<file path="src/rtl/cgfft_pkg.sv">
package cgfft_pkg;

   localparam real PI = 3.14159265358979323846;

   // Reverse the lowest 'bits' bits of v
   function automatic int bitrev(input int v, input int bits);
      int r;
      r = 0;
      for (int b = 0; b < bits; b++) begin
         r = (r << 1) | ((v >> b) & 1);
      end
      return r;
   endfunction

   // Twiddle exponent for butterfly k in pass s (first pass uses exponent 0)
   function automatic int tw_exp(input int s, input int k, input int log2n);
      int low;
      if (s >= log2n) return 0;
      low = k & ((1 << s) - 1);
      return bitrev(low, s) << (log2n - 1 - s);
   endfunction

   // Rounded fixed-point cosine (want_sin=0) or negated sine (want_sin=1)
   function automatic int tw_q(input int e, input int n, input int frac, input bit want_sin);
      real ang;
      real v;
      real scale;
      ang   = 2.0 * PI * e / n;
      v     = want_sin ? -$sin(ang) : $cos(ang);
      scale = 1.0;
      for (int i = 0; i < frac; i++) scale = scale * 2.0;
      v = v * scale;
      return (v >= 0.0) ? $rtoi(v + 0.5) : -$rtoi(-v + 0.5);
   endfunction

endpackage

</file>
<file path="src/rtl/cgfft_twiddle_sel.sv">
module cgfft_twiddle_sel #(
   parameter int N_PTS = 8,
   parameter int TW_W  = 16,
   parameter int SW    = 2
) (
   input  logic [SW-1:0]               stage,
   output logic [(N_PTS/2)*TW_W-1:0]   w_re,
   output logic [(N_PTS/2)*TW_W-1:0]   w_im
);
   localparam int HALF  = N_PTS / 2;
   localparam int LOG2N = $clog2(N_PTS);
   localparam int FRAC  = TW_W - 2;
   localparam int TABN  = 1 << SW;

   for (genvar k = 0; k < HALF; k++) begin : g_bfly
      logic [TW_W-1:0] re_t [TABN];
      logic [TW_W-1:0] im_t [TABN];
      for (genvar s = 0; s < TABN; s++) begin : g_stage
         localparam int EXP = cgfft_pkg::tw_exp(s, k, LOG2N);
         localparam int CR  = cgfft_pkg::tw_q(EXP, N_PTS, FRAC, 1'b0);
         localparam int CI  = cgfft_pkg::tw_q(EXP, N_PTS, FRAC, 1'b1);
         assign re_t[s] = TW_W'(CR);
         assign im_t[s] = TW_W'(CI);
      end
      assign w_re[k*TW_W +: TW_W] = re_t[stage];
      assign w_im[k*TW_W +: TW_W] = im_t[stage];
   end
endmodule

</file>
<file path="src/rtl/cgfft_cmul.sv">
module cgfft_cmul #(
   parameter int DW   = 16,
   parameter int TW_W = 16
) (
   input  logic signed [DW-1:0]   b_re,
   input  logic signed [DW-1:0]   b_im,
   input  logic signed [TW_W-1:0] w_re,
   input  logic signed [TW_W-1:0] w_im,
   output logic signed [DW-1:0]   p_re,
   output logic signed [DW-1:0]   p_im
);
   localparam int PW   = DW + TW_W;
   localparam int FRAC = TW_W - 2;
   localparam logic signed [PW:0] RND  = {{(PW-FRAC+1){1'b0}}, 1'b1, {(FRAC-1){1'b0}}};
   localparam logic signed [PW:0] MAXV = {{(PW-DW+2){1'b0}}, {(DW-1){1'b1}}};
   localparam logic signed [PW:0] MINV = {{(PW-DW+2){1'b1}}, {(DW-1){1'b0}}};

   logic signed [PW-1:0] rr, ii, ri, ir;
   logic signed [PW:0]   sum_re, sum_im, sh_re, sh_im;

   assign rr = PW'(b_re) * PW'(w_re);
   assign ii = PW'(b_im) * PW'(w_im);
   assign ri = PW'(b_re) * PW'(w_im);
   assign ir = PW'(b_im) * PW'(w_re);

   assign sum_re = (PW+1)'(rr) - (PW+1)'(ii) + RND;
   assign sum_im = (PW+1)'(ri) + (PW+1)'(ir) + RND;
   assign sh_re  = sum_re >>> FRAC;
   assign sh_im  = sum_im >>> FRAC;

   always_comb begin
      if (sh_re > MAXV)      p_re = {1'b0, {(DW-1){1'b1}}};
      else if (sh_re < MINV) p_re = {1'b1, {(DW-1){1'b0}}};
      else                   p_re = DW'(sh_re);
      if (sh_im > MAXV)      p_im = {1'b0, {(DW-1){1'b1}}};
      else if (sh_im < MINV) p_im = {1'b1, {(DW-1){1'b0}}};
      else                   p_im = DW'(sh_im);
   end
endmodule

</file>
<file path="src/rtl/cgfft_bfly.sv">
module cgfft_bfly #(
   parameter int DW = 16
) (
   input  logic signed [DW-1:0] a_re,
   input  logic signed [DW-1:0] a_im,
   input  logic signed [DW-1:0] b_re,
   input  logic signed [DW-1:0] b_im,
   output logic signed [DW-1:0] s_re,
   output logic signed [DW-1:0] s_im,
   output logic signed [DW-1:0] d_re,
   output logic signed [DW-1:0] d_im
);
   logic signed [DW:0] ps_re, ps_im, pd_re, pd_im;

   assign ps_re = (DW+1)'(a_re) + (DW+1)'(b_re);
   assign ps_im = (DW+1)'(a_im) + (DW+1)'(b_im);
   assign pd_re = (DW+1)'(a_re) - (DW+1)'(b_re);
   assign pd_im = (DW+1)'(a_im) - (DW+1)'(b_im);

   // halve every output so the pass cannot grow past the data width
   assign s_re = DW'(ps_re >>> 1);
   assign s_im = DW'(ps_im >>> 1);
   assign d_re = DW'(pd_re >>> 1);
   assign d_im = DW'(pd_im >>> 1);
endmodule

</file>
<file path="src/rtl/cgfft_fold.sv">
module cgfft_fold #(
   parameter int N_PTS = 8,
   parameter int DW    = 16,
   parameter int TW_W  = 16
) (
   input  logic                clk,
   input  logic                rst,
   input  logic                start,
   input  logic [N_PTS*DW-1:0] in_re,
   input  logic [N_PTS*DW-1:0] in_im,
   output logic [N_PTS*DW-1:0] out_re,
   output logic [N_PTS*DW-1:0] out_im,
   output logic                done,
   output logic                busy
);
   localparam int LOG2N = $clog2(N_PTS);
   localparam int HALF  = N_PTS / 2;
   localparam int SW    = (LOG2N > 1) ? $clog2(LOG2N) : 1;
   localparam int VW    = N_PTS * DW;

   if (N_PTS < 2 || (1 << LOG2N) != N_PTS) begin : g_bad_n
      $error("cgfft_fold: N_PTS must be a power of two of at least 2");
   end
   if (DW < 4 || TW_W < 4) begin : g_bad_w
      $error("cgfft_fold: DW and TW_W must be at least 4");
   end

   logic [SW-1:0]        cnt_q, cur_stage;
   logic                 busy_q, done_q, fire, last;
   logic [VW-1:0]        data_re_q, data_im_q;
   logic [VW-1:0]        src_re, src_im, shf_re, shf_im, nxt_re, nxt_im;
   logic [HALF*TW_W-1:0] tw_re, tw_im;

   // bypass: fresh vector on the first pass, fed-back result afterwards
   assign cur_stage = busy_q ? cnt_q : '0;
   assign src_re    = busy_q ? data_re_q : in_re;
   assign src_im    = busy_q ? data_im_q : in_im;
   assign fire      = busy_q | start;
   assign last      = (cur_stage == SW'(LOG2N - 1));

   // perfect shuffle as pure wiring: i -> 2i mod (N-1), last element fixed
   for (genvar i = 0; i < N_PTS; i++) begin : g_shuffle
      localparam int DST = (i == N_PTS - 1) ? i : (2 * i) % (N_PTS - 1);
      assign shf_re[DST*DW +: DW] = src_re[i*DW +: DW];
      assign shf_im[DST*DW +: DW] = src_im[i*DW +: DW];
   end

   cgfft_twiddle_sel #(.N_PTS(N_PTS), .TW_W(TW_W), .SW(SW)) u_tw (
      .stage (cur_stage),
      .w_re  (tw_re),
      .w_im  (tw_im)
   );

   for (genvar k = 0; k < HALF; k++) begin : g_col
      logic signed [DW-1:0] m_re, m_im;
      logic signed [DW-1:0] s_re, s_im, d_re, d_im;

      cgfft_cmul #(.DW(DW), .TW_W(TW_W)) u_mul (
         .b_re (shf_re[(2*k+1)*DW +: DW]),
         .b_im (shf_im[(2*k+1)*DW +: DW]),
         .w_re (tw_re[k*TW_W +: TW_W]),
         .w_im (tw_im[k*TW_W +: TW_W]),
         .p_re (m_re),
         .p_im (m_im)
      );

      cgfft_bfly #(.DW(DW)) u_bf (
         .a_re (shf_re[(2*k)*DW +: DW]),
         .a_im (shf_im[(2*k)*DW +: DW]),
         .b_re (m_re),
         .b_im (m_im),
         .s_re (s_re),
         .s_im (s_im),
         .d_re (d_re),
         .d_im (d_im)
      );

      assign nxt_re[(2*k)*DW +: DW]   = s_re;
      assign nxt_im[(2*k)*DW +: DW]   = s_im;
      assign nxt_re[(2*k+1)*DW +: DW] = d_re;
      assign nxt_im[(2*k+1)*DW +: DW] = d_im;
   end

   always_ff @(posedge clk) begin
      if (rst) begin
         busy_q    <= 1'b0;
         done_q    <= 1'b0;
         cnt_q     <= '0;
         data_re_q <= '0;
         data_im_q <= '0;
      end else begin
         done_q <= 1'b0;
         if (fire) begin
            data_re_q <= nxt_re;
            data_im_q <= nxt_im;
            if (last) begin
               busy_q <= 1'b0;
               done_q <= 1'b1;
               cnt_q  <= '0;
            end else begin
               busy_q <= 1'b1;
               cnt_q  <= cur_stage + SW'(1);
            end
         end
      end
   end

   assign out_re = data_re_q;
   assign out_im = data_im_q;
   assign done   = done_q;
   assign busy   = busy_q;
endmodule

</file>
<file path="config.mk">
export PLATFORM = sky130hd
export DESIGN_NAME = cgfft_fold
export DESIGN_NICKNAME = d
export VERILOG_FILES = /design/src/rtl/cgfft_pkg.sv /design/src/rtl/cgfft_twiddle_sel.sv /design/src/rtl/cgfft_cmul.sv /design/src/rtl/cgfft_bfly.sv /design/src/rtl/cgfft_fold.sv
export SDC_FILE = /design/constraint.sdc
export NUM_CORES = 2
export LEC_CHECK = 0
export BUFFER_PORTS_ARGS = -buffer_cell sky130_fd_sc_hd__buf_2
export CAP_MARGIN = 20
export CORE_AREA = 2 2 394 396
export DETAILED_ROUTE_END_ITERATION = 10
export DIE_AREA = 0 0 396 398
export MAX_ROUTING_LAYER = met4
export PLACE_DENSITY_LB_ADDON = 0.1
export SETUP_SLACK_MARGIN = 0.1
export SLEW_MARGIN = 0
export SYNTH_ARGS = -nofsm -noshare
export SYNTH_HDL_FRONTEND = slang
export SYNTH_SLANG_ARGS = --single-unit
</file>
<file path="constraint.sdc">
create_clock -name clk -period 19.45 [get_ports clk]
set_input_delay 0.9725 -clock clk [delete_from_list [all_inputs] [get_ports clk]]
set_output_delay 0.9725 -clock clk [all_outputs]
set_load 0.03 [all_outputs]
</file>
======== Yosys cells after proc, flatten, opt, wreduce, memory -nomap -nowiden ========
Index checks and enable logic that the tools add are counted.
word-level totals
  register bits ........................... 260
  bits in latches ......................... 0
  memory bits (writable) .................. 0
  ROM bits ................................ 0
  output and inout port bits .............. 258
  memories ................................ 0
operators by class
  add/sub/neg operators ................... 33
  multipliers ............................. 16
  div/mod/pow operators ................... 0
  $lt $le $gt $ge ......................... 17
  equal/unequal tests ..................... 1
  shifts and indexed selects .............. 0
  multiplexer cells ....................... 46
  bitwise logic cells ..................... 3
  reduce and logical (&&, ||, !) cells .... 1
operator list
  cell                      count
  $mul A16 B16 Y32          16
  $mux W16                  32
  $add A33 B15 Y33 const B  8
  $bmux W16 S2              8
  $mux W128                 2
  $gt A19 B16 Y1 const B    8
  $lt A19 B16 Y1 const B    8
  $add A16 B16 Y17          8
  $sub A16 B16 Y17          8
  $add A32 B32 Y33          4
  $sub A32 B32 Y33          4
  $mux W2                   2
  $ge A3 B3 Y1 const B      1
  $not A2 Y3                1
  $add A2 B1 Y2 const B     1
  $eq A2 B2 Y1 const B      1
  $mux W1                   2
  $reduce_or A2 Y1          1
  $not A1 Y1                1
  $or A1 B1 Y1              1

======== Logic depth before layout (Yosys ltp) ========
  depth after elaboration ................. 12
  depth in mapped cells ................... 60

======== Modules after synthesis ========
Synthesis repeated with hierarchy kept, for this count alone.
second synthesis, totals
  cells, all modules ...................... 21,111
  area total of the unflattened synthesis .. 190,836.8 um^2
modules (own cells, without submodules)
  module                           times used  cells each  area each (um^2)  seq. area each (um^2)
  cgfft_cmul (g_col[1].u_mul ...)  2           4,373       40,601.4          0.0
  cgfft_cmul (g_col[0].u_mul)      1           4,417       40,855.4          0.0
  cgfft_cmul (g_col[3].u_mul)      1           4,375       40,644.0          0.0
  cgfft_fold                       1           1,468       13,887.1          5,205.0
  cgfft_bfly (g_col[0].u_bf ...)   3           490         3,299.4           0.0
  cgfft_bfly (g_col[2].u_bf)       1           502         3,362.0           0.0
  cgfft_twiddle_sel                1           133         987.2             0.0

======== Least setup slack after synthesis ========
No wires, ideal clock.
  kind .................................... reg2reg
  start point ............................. reg busy_q (netlist: busy)
  end point ............................... reg data_im_q[109] (netlist: out_im[109])
  library setup time ...................... 0.117 ns
  arrival ................................. 14.576 ns
  required time ........................... 19.333 ns
  path slack .............................. 4.757 ns
  stages on the path, launching flop included .. 53
  clock period less this slack ............ 14.693 ns
  cells stage by stage .................... dfxtp_1 buf_6 buf_6 clkbuf_1 buf_1 clkbuf_1 buf_1 clkbuf_1 and2_1 inv_1 ha_1 buf_2 nand2b_1 clkbuf_1 ha_1 xnor2_1 fa_1 inv_1 [... 17 more ...] clkbuf_1 a21o_1 inv_1 fa_1 nor2b_1 o21ai_0 a21boi_0 o21ai_0 a21boi_0 o21ai_0 a21oi_1 o21ai_0 a21boi_0 o21ai_0 a21boi_0 o21a_1 o21ai_0 a32o_1
between the ends
  cells in the longest elaborated chain, start to end .. 12
  elaborated cells between the ends (all ways) .. 20
  those cells by class .................... 3 x add/sub; 2 x mul; 2 x order compare; 11 x mux; 2 x bitwise
ends and longest elaborated chain
  what                                       line                                              text
  from (decl)                                cgfft_fold.sv:29                                  logic busy_q, done_q, fire, last;
  from (signal assigned)                     cgfft_fold.sv:86                                  busy_q <= 1'b0;
  from (signal assigned)                     cgfft_fold.sv:97                                  busy_q <= 1'b0;
  from (signal assigned)                     cgfft_fold.sv:101                                 busy_q <= 1'b1;
  $mux W2                                    cgfft_fold.sv:35                                  assign cur_stage = busy_q ? cnt_q : '0;
  $not A2 Y3 (not written as such)           cgfft_twiddle_sel.sv:25, cgfft_twiddle_sel.sv:26
  $bmux W16 S2 (on tied branches)            cgfft_twiddle_sel.sv:26, cgfft_twiddle_sel.sv:25
  $mux W16 (on tied branches) (2 in series)  cgfft_twiddle_sel.sv:26, cgfft_twiddle_sel.sv:25
  $mul A16 B16 Y32 (on tied branches)        cgfft_cmul.sv:23, cgfft_cmul.sv:24
  $add A32 B32 Y33                           cgfft_cmul.sv:27                                  assign sum_im = (PW+1)'(ri) + (PW+1)'(ir) + RND;
  $add A33 B15 Y33                           cgfft_cmul.sv:27
  $lt A19 B16 Y1                             cgfft_cmul.sv:36                                  else if (sh_im < MINV) p_im = {1'b1, {(DW-1){1'b0}}};
  $mux W16                                   cgfft_cmul.sv:36
  $mux W16                                   cgfft_cmul.sv:35                                  if (sh_im > MAXV) p_im = {1'b0, {(DW-1){1'b1}}};
  $add A16 B16 Y17                           cgfft_bfly.sv:16                                  assign ps_im = (DW+1)'(a_im) + (DW+1)'(b_im);
  to (signal assigned)                       cgfft_fold.sv:95                                  data_im_q <= nxt_im;
  to (decl)                                  cgfft_fold.sv:30                                  logic [VW-1:0] data_re_q, data_im_q;
Several ways; a longest one is shown, not always the timed one. The select of a mux whose other input is x is not followed.
A chain may end at the register's enable or synchronous reset.

======== Worst setup path after layout ========
  start point ............................. reg busy_q (netlist: busy)
  end point ............................... reg data_im_q[111] (netlist: out_im[111])
The elaborated chain is that of the path after synthesis.

==> impl_metrics.ini <==
[clocking]
cts_root_buffer = clkbuf_16
cts_hold_buf = 0
cts_tree = yes
cts_buffers = 37
cts.clk_slew.worst_paths_ns = 0.06
numClockSinks = 260
cts-resized-gates = 0
clk_path_buf_depth = 3
cts-htree-levels = 2
clkLatencyLatePin_ns = 0.65
post_cts_buffers = 0

[route]
route.detailed.drc = 0
vias = 64054
routed_wl_um = 280900
drt-pass1-iter-count = 6
ant_nets = 0
first_iter_violations = 4353
vias_per_cell = 5.524
wire_per_inst_um = 24.23

[synth]
synth.yosys.seq_area_share_pct = 6.449
synth.distinct_cells = 114
synth_ff_type = dfxtp_1
syn_avg_cell_area_um2 = 8.852
yosys.area_share.xor_xnor_pct = 4.305
syn_nets = 12093
synth_top_family_by_area = adder cells
synthAdderAreaFrac_pct = 53.19
ys_top_cells_by_area = fa_1 (30%), ha_1 (24%), inv_1 (10%)
async_flop_share_pct = 0
synth_area_mm2 = 0.08071
synth-compound-area-share_pct = 11.18
ys_ff_latch = 260
yosysWarnings = 0
synth_edf_count = 0
netlist_instances = 9118
yosys.area.top_type_share_pct = 29.57
synthMuxAreaShare_pct = 4.069
yosysTopAreaCell = fa_1
synth-simple-area-share_pct = 9.100

[worst_setup_path]
cp.arrival_ns = 14.96
crit_path_frequent_cell = fa_1
start_kind = register
r2r_start = busy$_SDFFE_PP0N_
crit_path_max_incr_delay_ns = 0.84
critPathRequiredTime_ns = 19.91
crit_slowest_cell = a21oi_1
ff2ff_setup_slack_ns = 4.96
ff2ff_path_depth = 44
critPathCaptureType = register
critPathKind = register to register
cp.buffers_inverters = 7
critPathLaunch = busy$_SDFFE_PP0N_
path_delay_family = adder cells
r2r_end = out_im[111]$_SDFFE_PP0N_
crit_fanout = 112
path_depth = 44
endpoint = out_im[111]$_SDFFE_PP0N_

[global_route]
antenna_found_initial = 40
grt_usage_pct = 37.06
grt_max_degree = 113
gr-total-overflow = 0
use_met2_pct = 58.15
use_met1_pct = 46.55
globalRouteMet3Util_pct = 7.720
busiest_layer = met2
grt_pass1_vias = 66490
grt_pass1_wl_um = 420800

[die]
dieArea_mm2 = 0.1576
rows = 144
die_w_um = 396
fp.dieH_um = 398
top_level_ports = 517
core_area_mm2 = 0.1533
start_util_pct = 52.64

[sta]
period_needed_ns = 14.49
tightest_slew_ns = 1.138
max_freq_mhz = 69.00
slew_violations = 0
fin_skew_ns = 0.04133
finalSetupViolations = 0
post-route-period-util_pct = 74.51
rsz0062_at_grt = false
relSlewSlack_pct = 21.97
finalHoldViolCount = 0
tns_ns = 0

[place]
dpl.hpwl_um = 243300
routabilityCongestion = 1.032
portBuffers = 516

[cells_and_area]
fillers = 14332
final_nets = 12462
area_growth_pct = 7.673
drive_gt1_share_pct = 9.785
multi_input_area_mm2 = 0.06613
regArea_mm2 = 0.005209

[flow_run]
drv_cap = 0

[min_path]
hold_path_class = register to register

[outcome]
status = finished, final reports clean
[state kept, by name, indices dropped and copies added, names as in the netlist]
signal  cells
out_im    128
cnt_q       2
busy        1
done        1
out_re    128
[worst register-to-register path, delay by kind of cell (launching register included)]
kind	cells	cell delay, ns
AND/OR/NAND/NOR	6	1.35
XOR/XNOR	1	0.63
flip-flops	1	0.73
AO/OA/AOI/OAI	19	4.44
buffers and inverters	7	1.70
adder cells (fa/ha/maj)	10	4.68
multiplexers	1	0.84
[cells in the mapped netlist (65+ instances only)]
master	instances
a211oi_1	104
a21o_1	156
a21oi_1	445
and2_1	91
clkbuf_1	221
dfxtp_1	260
fa_1	1192
ha_1	1524
inv_1	2242
mux2_2	165
mux2i_1	136
nand2_1	410
nand2b_1	98
nor2_1	525
nor3_1	82
o21ai_0	273
or3_1	65
xnor2_1	293
xor2_1	93
[final cells by class]
class / instances / share of cell area [%]
Multi-Input combinational cell: 6348 / 76.09
Inverter: 2249 / 9.715
Sequential cell: 260 / 5.994
Timing Repair Buffer: 591 / 3.674
Tap cell: 2044 / 2.943
Clock buffer: 51 / 1.230
Clock inverter: 16 / 0.2476
Antenna cell: 36 / 0.1037
[cell usage in the layout, fill, tap and decap left out, types with 36 or more instances in the layout]
master,synthesis,layout
a21o_1,156,156
buf_4,1,72
or3_1,65,65
buf_2,4,515
xor2_1,93,93
mux2_2,165,165
fa_1,1192,1192
inv_1,2242,2240
o21ai_0,273,272
nor2_1,525,522
diode_2,0,36
a21oi_1,445,445
nand3_1,59,59
mux2i_1,136,135
dfxtp_1,260,259
and2_1,91,91
clkbuf_16,0,37
and3_1,39,39
o21a_1,51,51
nor3_1,82,79
a211oi_1,104,104
nand2_1,410,410
nor2b_1,38,36
xnor2_1,293,293
nand2b_1,98,97
o21bai_1,57,57
ha_1,1524,1521
[worst min path at each step]
stage / startpoint / slack, ns / depth (start not counted) / to
floorplan: cnt_q[0]$_SDFFE_PP0N_ / 0.43 / 2 / cnt_q[0]$_SDFFE_PP0N_
finish: cnt_q[0]$_SDFFE_PP0N_ / 0.45 / 2 / cnt_q[0]$_SDFFE_PP0N_
global placement: cnt_q[0]$_SDFFE_PP0N_ / 0.44 / 2 / cnt_q[0]$_SDFFE_PP0N_
detailed placement: cnt_q[1]$_SDFFE_PP0N_ / 0.44 / 2 / cnt_q[1]$_SDFFE_PP0N_
global route: cnt_q[0]$_SDFFE_PP0N_ / 0.46 / 2 / cnt_q[0]$_SDFFE_PP0N_
CTS: cnt_q[1]$_SDFFE_PP0N_ / 0.45 / 2 / cnt_q[1]$_SDFFE_PP0N_
[per-layer routing]
layer | up-vias | wire (um)
met5 | - | 0
met4 | 0 | 14350
met3 | 393 | 22260
met2 | 2073 | 128100
met1 | 31785 | 116200
li1 | 29803 | -
[logic make-up after synthesis]
| kind of cell | count (synthesis) |
|---|---|
| buf+inv | 2510 |
| mux | 305 |
| flops | 260 |
| simple gates | 1554 |
| compound gates | 1382 |
| xor+xnor | 391 |
| fa+ha+maj | 2716 |
[stage by stage]
step                      hold slack [ns]  setup WS, ns  util [%]  cell area [um2]  cells
after detailed placement           0.4439         5.014     55.78            85530  11492
after floorplan                    0.4273         4.757         -            80710   9118
after global placement             0.4442         5.149     55.77            85520  11490
after global routing               0.4637         4.025     56.67            86890  11590
after CTS                          0.4506         4.986     56.62            86820  11559
final                              0.4503         4.958     56.68            86910  11595
Power is not shown: default switching activity piles up to over one toggle a cycle in this logic, so the estimate is an artifact.
